==> config.mk <==
export PLATFORM = sky130hd
export DESIGN_NAME = irx_bit_decoder
export DESIGN_NICKNAME = d
export VERILOG_FILES = /design/src/rtl/irx_pkg.sv /design/src/rtl/irx_sync.sv /design/src/rtl/irx_cell_timer.sv /design/src/rtl/irx_hold.sv /design/src/rtl/irx_bit_decoder.sv
export SDC_FILE = /design/constraint.sdc
export NUM_CORES = 1
export LEC_CHECK = 0
export BUFFER_PORTS_ARGS = -buffer_cell sky130_fd_sc_hd__buf_4
export CAP_MARGIN = 5
export CORE_UTILIZATION = 60
export CTS_CLUSTER_DIAMETER = 40
export DETAILED_ROUTE_END_ITERATION = 16
export GPL_TIMING_DRIVEN = 0
export PLACE_DENSITY = 0.9
export SLEW_MARGIN = 20
export SYNTH_ARGS = -nofsm -noshare
export SYNTH_HDL_FRONTEND = slang
export SYNTH_SLANG_ARGS = --single-unit
==> constraint.sdc <==
create_clock -name clk -period 5.62 [get_ports clk]
set_input_delay 0.281 -clock clk [delete_from_list [all_inputs] [get_ports clk]]
set_output_delay 0.281 -clock clk [all_outputs]
set_load 0.01 [all_outputs]
==> src/rtl/irx_pkg.sv <==
package irx_pkg;
  localparam int unsigned CELL_W = 12;

  // Synchronised receive level plus a one-tick edge marker.
  typedef struct packed {
    logic level;
    logic edge_seen;
  } rx_evt_t;
endpackage

==> src/rtl/irx_sync.sv <==
module irx_sync #(
  parameter int STAGES = 2
) (
  input  logic             clk,
  input  logic             rst_n,
  input  logic             tick,
  input  logic             din,
  output irx_pkg::rx_evt_t evt
);
  localparam int LAST = STAGES - 1;

  logic [STAGES-1:0] chain;
  logic              prev_lvl;

  // Resets to the idle line level so leaving reset makes no edge.
  always_ff @(posedge clk or negedge rst_n) begin
    if (!rst_n) begin
      chain    <= '1;
      prev_lvl <= 1'b1;
    end else if (tick) begin
      for (int i = STAGES - 1; i > 0; i--) chain[i] <= chain[i-1];
      chain[0] <= din;
      prev_lvl <= chain[LAST];
    end
  end

  assign evt.level     = chain[LAST];
  assign evt.edge_seen = chain[LAST] ^ prev_lvl;
endmodule

==> src/rtl/irx_cell_timer.sv <==
module irx_cell_timer #(
  parameter int W = 12
) (
  input  logic         clk,
  input  logic         rst_n,
  input  logic         tick,
  input  logic         en,
  input  logic         restart,
  input  logic [W-1:0] cell_len,
  output logic         centre
);
  logic [W-1:0] cnt;
  logic [W-1:0] phase;
  logic [W-1:0] mid;

  // The edge tick itself is phase 0 of the new cell.
  assign phase  = restart ? '0 : cnt;
  assign mid    = cell_len >> 1;
  assign centre = tick & en & (phase == mid);

  always_ff @(posedge clk or negedge rst_n) begin
    if (!rst_n) begin
      cnt <= '0;
    end else if (tick) begin
      if (!en)                   cnt <= '0;
      else if (phase >= cell_len) cnt <= '0;
      else                       cnt <= phase + 1'b1;
    end
  end
endmodule

==> src/rtl/irx_hold.sv <==
module irx_hold (
  input  logic             clk,
  input  logic             rst_n,
  input  logic             tick,
  input  logic             en,
  input  logic             centre,
  input  irx_pkg::rx_evt_t evt,
  output logic             bit_out,
  output logic             frame_err
);
  // Set by an edge whose cell has not yet reached its mid-cell sample.
  logic unsampled;

  always_ff @(posedge clk or negedge rst_n) begin
    if (!rst_n) begin
      bit_out   <= 1'b1;
      frame_err <= 1'b0;
      unsampled <= 1'b0;
    end else if (tick) begin
      if (!en) begin
        bit_out   <= 1'b1;
        frame_err <= 1'b0;
        unsampled <= 1'b0;
      end else begin
        frame_err <= evt.edge_seen & unsampled;
        if (centre) begin
          bit_out   <= evt.level;
          unsampled <= 1'b0;
        end else if (evt.edge_seen) begin
          unsampled <= 1'b1;
        end
      end
    end
  end
endmodule

==> src/rtl/irx_bit_decoder.sv <==
module irx_bit_decoder #(
  parameter int CELL_W      = irx_pkg::CELL_W,
  parameter int SYNC_STAGES = 2
) (
  input  logic              clk,
  input  logic              rst_n,
  input  logic              tick,
  input  logic              enable,
  input  logic [CELL_W-1:0] cell_len,
  input  logic              rx_level,
  output logic              bit_out,
  output logic              frame_err
);
  irx_pkg::rx_evt_t evt;
  logic             centre;

  irx_sync #(.STAGES(SYNC_STAGES)) u_sync (
    .clk   (clk),
    .rst_n (rst_n),
    .tick  (tick),
    .din   (rx_level),
    .evt   (evt)
  );

  irx_cell_timer #(.W(CELL_W)) u_timer (
    .clk      (clk),
    .rst_n    (rst_n),
    .tick     (tick),
    .en       (enable),
    .restart  (evt.edge_seen),
    .cell_len (cell_len),
    .centre   (centre)
  );

  irx_hold u_hold (
    .clk       (clk),
    .rst_n     (rst_n),
    .tick      (tick),
    .en        (enable),
    .centre    (centre),
    .evt       (evt),
    .bit_out   (bit_out),
    .frame_err (frame_err)
  );
endmodule

==> run_results.csv <==
group,metric,value,unit
detailed_routing,drc_errors,0,
timing,finalSetupViolCount,0,
yosys,synthMuxAreaShare,0.0227,
cells_and_area,fillCellCount,164,
floorplanning,io_pins,19,
grt,grt_max_degree,19,
worst_setup_path,reg2reg_depth,10,
floorplanning,dieArea,0.00268,sq mm
detailed_routing,drtPass1Iterations,5,
yosys,ys_seq_elements,18,
timing,drv_slew,0,
place,finalWeightedCongestion,0.968,
place,port_buffers,18,
timing,holdWs,0.224,ns
worst_setup_path,regToRegSetupSlack,2.14,ns
cells_and_area,area_delta_synth_final,14.5,%
worst_setup_path,arrival,3.63,ns
detailed_routing,drt-vias-per-instance,6.54,
cts,cts_tree,"built",
cells_and_area,final_nets,231,
hold_path,worstHoldStart,"rx_level",
timing,rsz0062_at_grt,"false",
cells_and_area,antennaDiodeCount,0,
hold_path,holdPathEnd,"u_sync.chain[0]",
grt,grt_pass1_vias,1456,
power_and_ir_drop,ir_drop,0.000210,V
grt,gr-total-overflow,0,
yosys,avgSynthCellArea,8.36,sq um
yosys,synth_top_area_share,0.235,
power_and_ir_drop,p_switching,117,uW
floorplanning,die_h,51.8,um
cts,clockRootBuffer,"clkbuf_4",
cells_and_area,layout-drive-gt1-share,0.179,
worst_setup_path,cp-end-kind,"register",
floorplanning,start_util,0.654,
worst_setup_path,startpoint,"u_sync.chain[1]",
yosys,ys_warn_count,0,
power_and_ir_drop,p_clk_frac,0.234,
power_and_ir_drop,combPwrFrac,0.317,
cts,post_cts.repair.setup_buffers,0,
flow_run,cap_violations,0,
yosys,synth_adder_area_share,0.101,
worst_setup_path,cp_max_fo,10,
yosys,postSynthCellCount,178,
detailed_routing,drtIter0Drc,81,
yosys,synth_flop_cell,"dfrtp_1",
cts,insertion_delay,0.29,ns
timing,fin_skew,0.00255,ns
hold_path,min_path_cells,2,
yosys,yosys.area_share.simple,0.182,
timing,finalSetupTns,0,ns
yosys,synthArstFlopShare,1.00,
worst_setup_path,crit_type,"reg2reg",
floorplanning,rows,17,
grt,grt_antenna_before_repair,0,
detailed_routing,drt-wirelength-per-cell,17.0,um
place,dpl.hpwl,2.93,mm
power_and_ir_drop,power,342,uW
yosys,synthTopCellsByArea,"dfrtp_1 24%, ha_1 10%, dfstp_2 7.1%",
floorplanning,core_area,0.00228,sq mm
cts,cts_resized,0,
grt,grt.total_usage,0.326,
detailed_routing,routed_wl,3.90,mm
yosys,synth_compound_area_frac,0.229,
yosys,synthXorXnorAreaFrac,0.0697,
hold_path,min_path_type,"in2reg",
outcome,outcome,"finished clean",
power_and_ir_drop,cell_internal_pwr,225,uW
detailed_routing,dr_total_vias,1497,
timing,worst_pin_slew,0.606,ns
timing,final_hold_viol_count,0,
cts,cts_buffers,3,
yosys,synthesis.nets,207,
power_and_ir_drop,seq_power_share,0.449,
worst_setup_path,r2r_end,"u_timer.cnt[10]",
power_and_ir_drop,power.density,200,mW/mm^2
yosys,synth_top_family_by_area,"compound AO/OA/AOI/OAI gates",
worst_setup_path,start_kind,"register",
floorplanning,dieWidth,51.8,um
power_and_ir_drop,switching_share,0.342,
cts,cts_buffer_depth,2,
power_and_ir_drop,p_leak,0.000854,uW
cts,clkTransAtPathRegs,0.10,ns
yosys,syn_area,0.00149,sq mm
detailed_routing,ant_nets,0,
yosys,synth-edff-count,0,
cts,cts_max_level,1,
yosys,synth_cell_types,43,
yosys,synth.largest_area_cell,"dfrtp_1",
timing,max-slew-margin-rel,0.595,
timing,fin_crit_sh,0.620,
grt,grt_first_pass_wirelength,6.41,mm
worst_setup_path,cp.required,5.77,ns
cts,numClockSinks,18,
yosys,yosysSeqAreaShare,0.306,
timing,finalCriticalPeriod,3.48,ns
worst_setup_path,r2r_start,"u_sync.chain[1]",
timing,fmax,0.287,GHz
[critical path, stage by stage (launching register included)]
cell,delay (ns)
dfstp_2,0.62
xor2_1,0.52
buf_2,0.34
nor2_1,0.11
ha_1,0.32
a21oi_1,0.09
o31ai_1,0.21
a31oi_1,0.11
o211ai_1,0.51
buf_2,0.36
o22ai_1,0.15
[worst max-delay path by stage]
stage / endpoint / slack (ns) / depth (start not counted)
after global routing: u_timer.cnt[10] / 1.97 / 10
after global placement: u_timer.cnt[1] / 2.39 / 10
after detailed placement: u_timer.cnt[10] / 2.21 / 10
final: u_timer.cnt[10] / 2.14 / 10
after CTS: u_timer.cnt[10] / 2.19 / 10
after floorplan: u_timer.cnt[10] / 2.89 / 10
[logic make-up after synthesis]
logic type / Yosys count
DFF: 18
buffers and inverters: 34
and+or+nand+nor: 52
muxes: 3
AOI/OAI and AO/OA: 48
xor gates and xnor gates: 11
adders and majority gates: 12
[synthesized netlist by cell type, drive strengths merged (2+ instances only)]
library cell,n
o21ai,3
a22oi,2
nor3,3
nand4,4
a21oi,8
o31ai,6
xnor2,7
dfrtp,14
mux2,3
ha,12
a211oi,2
buf,3
xor2,4
nand2,12
clkbuf,2
nor2,9
dfstp,4
and3,5
o32ai,3
inv,29
a31oi,2
nand2b,5
nand3,8
o22ai,9
o2bb2ai,2
nor4b,2
a21o,4
[layout by cell type, fill, tap and decap left out, types with 2 or more instances in the layout]
cell,count
inv_1,28
buf_4,19
dfrtp_1,14
ha_1,12
nand2_1,11
nor2_1,9
o22ai_1,9
a21oi_1,8
nand3_1,8
o31ai_1,6
xnor2_1,6
and3_1,5
nand2b_1,5
xor2_1,4
nand4_1,4
a21o_1,4
dfstp_2,4
o21ai_0,3
mux2_2,3
nor3_1,3
o32ai_1,3
clkbuf_4,3
buf_2,2
clkbuf_1,2
a31oi_1,2
o2bb2ai_1,2
nor4b_1,2
a22oi_1,2
[routing by layer]
metal	part of all wire	wire, um	GRT usage
met2	0.48	1860	0.589
met3	0.086	336	0.0497
met1	0.40	1570	0.394
met5	0	0	0
met4	0.034	131	0.0991
[power by group through the flow]
stage / logic (uW) / registers [uW] / clock network (uW)
finish: 108 / 153 / 80.0
CTS: 107 / 153 / 81.4
global route: 118 / 155 / 88.3
floorplan: 66.1 / 154 / 0
detailed placement: 106 / 155 / 0
global placement: 102 / 154 / 0
[per-stage QoR]
| stage | cells | utilization | instance area (sq um) | worst slack, ns |
|---|---|---|---|---|
| floorplan | 178 | - | 1490 | 2.89 |
| global placement | 224 | 0.729 | 1660 | 2.39 |
| detailed placement | 224 | 0.729 | 1660 | 2.21 |
| CTS | 229 | 0.749 | 1710 | 2.19 |
| global route | 229 | 0.749 | 1710 | 1.97 |
| finish | 229 | 0.749 | 1710 | 2.14 |
[flip-flops by register name (all words and copies together), names as in the netlist]
signal / count
u_sync.chain: 2
u_hold.unsampled: 1
u_hold.frame_err: 1
u_sync.prev_lvl: 1
u_hold.bit_out: 1
u_timer.cnt: 12
[timing repair]
action | 4_1_cts | 5_1_grt
setup endpoints to repair | 0 | 0
endpoints found under the hold margin | 14 | 0
hold buffers | 1 | 0
[cell type report]
cell class / count / area, sq um / share of cell area
plain buffers: 5 / 25.0 / 0.0147
clock buffers: 4 / 36.3 / 0.0213
inverters: 29 / 109 / 0.0638
multi-input cells: 126 / 900 / 0.528
flip-flops and latches: 18 / 455 / 0.267
well taps: 28 / 35.0 / 0.0205
repair buffers: 19 / 145 / 0.0851
No activity file was read; power rests on OpenSTA's default activity.
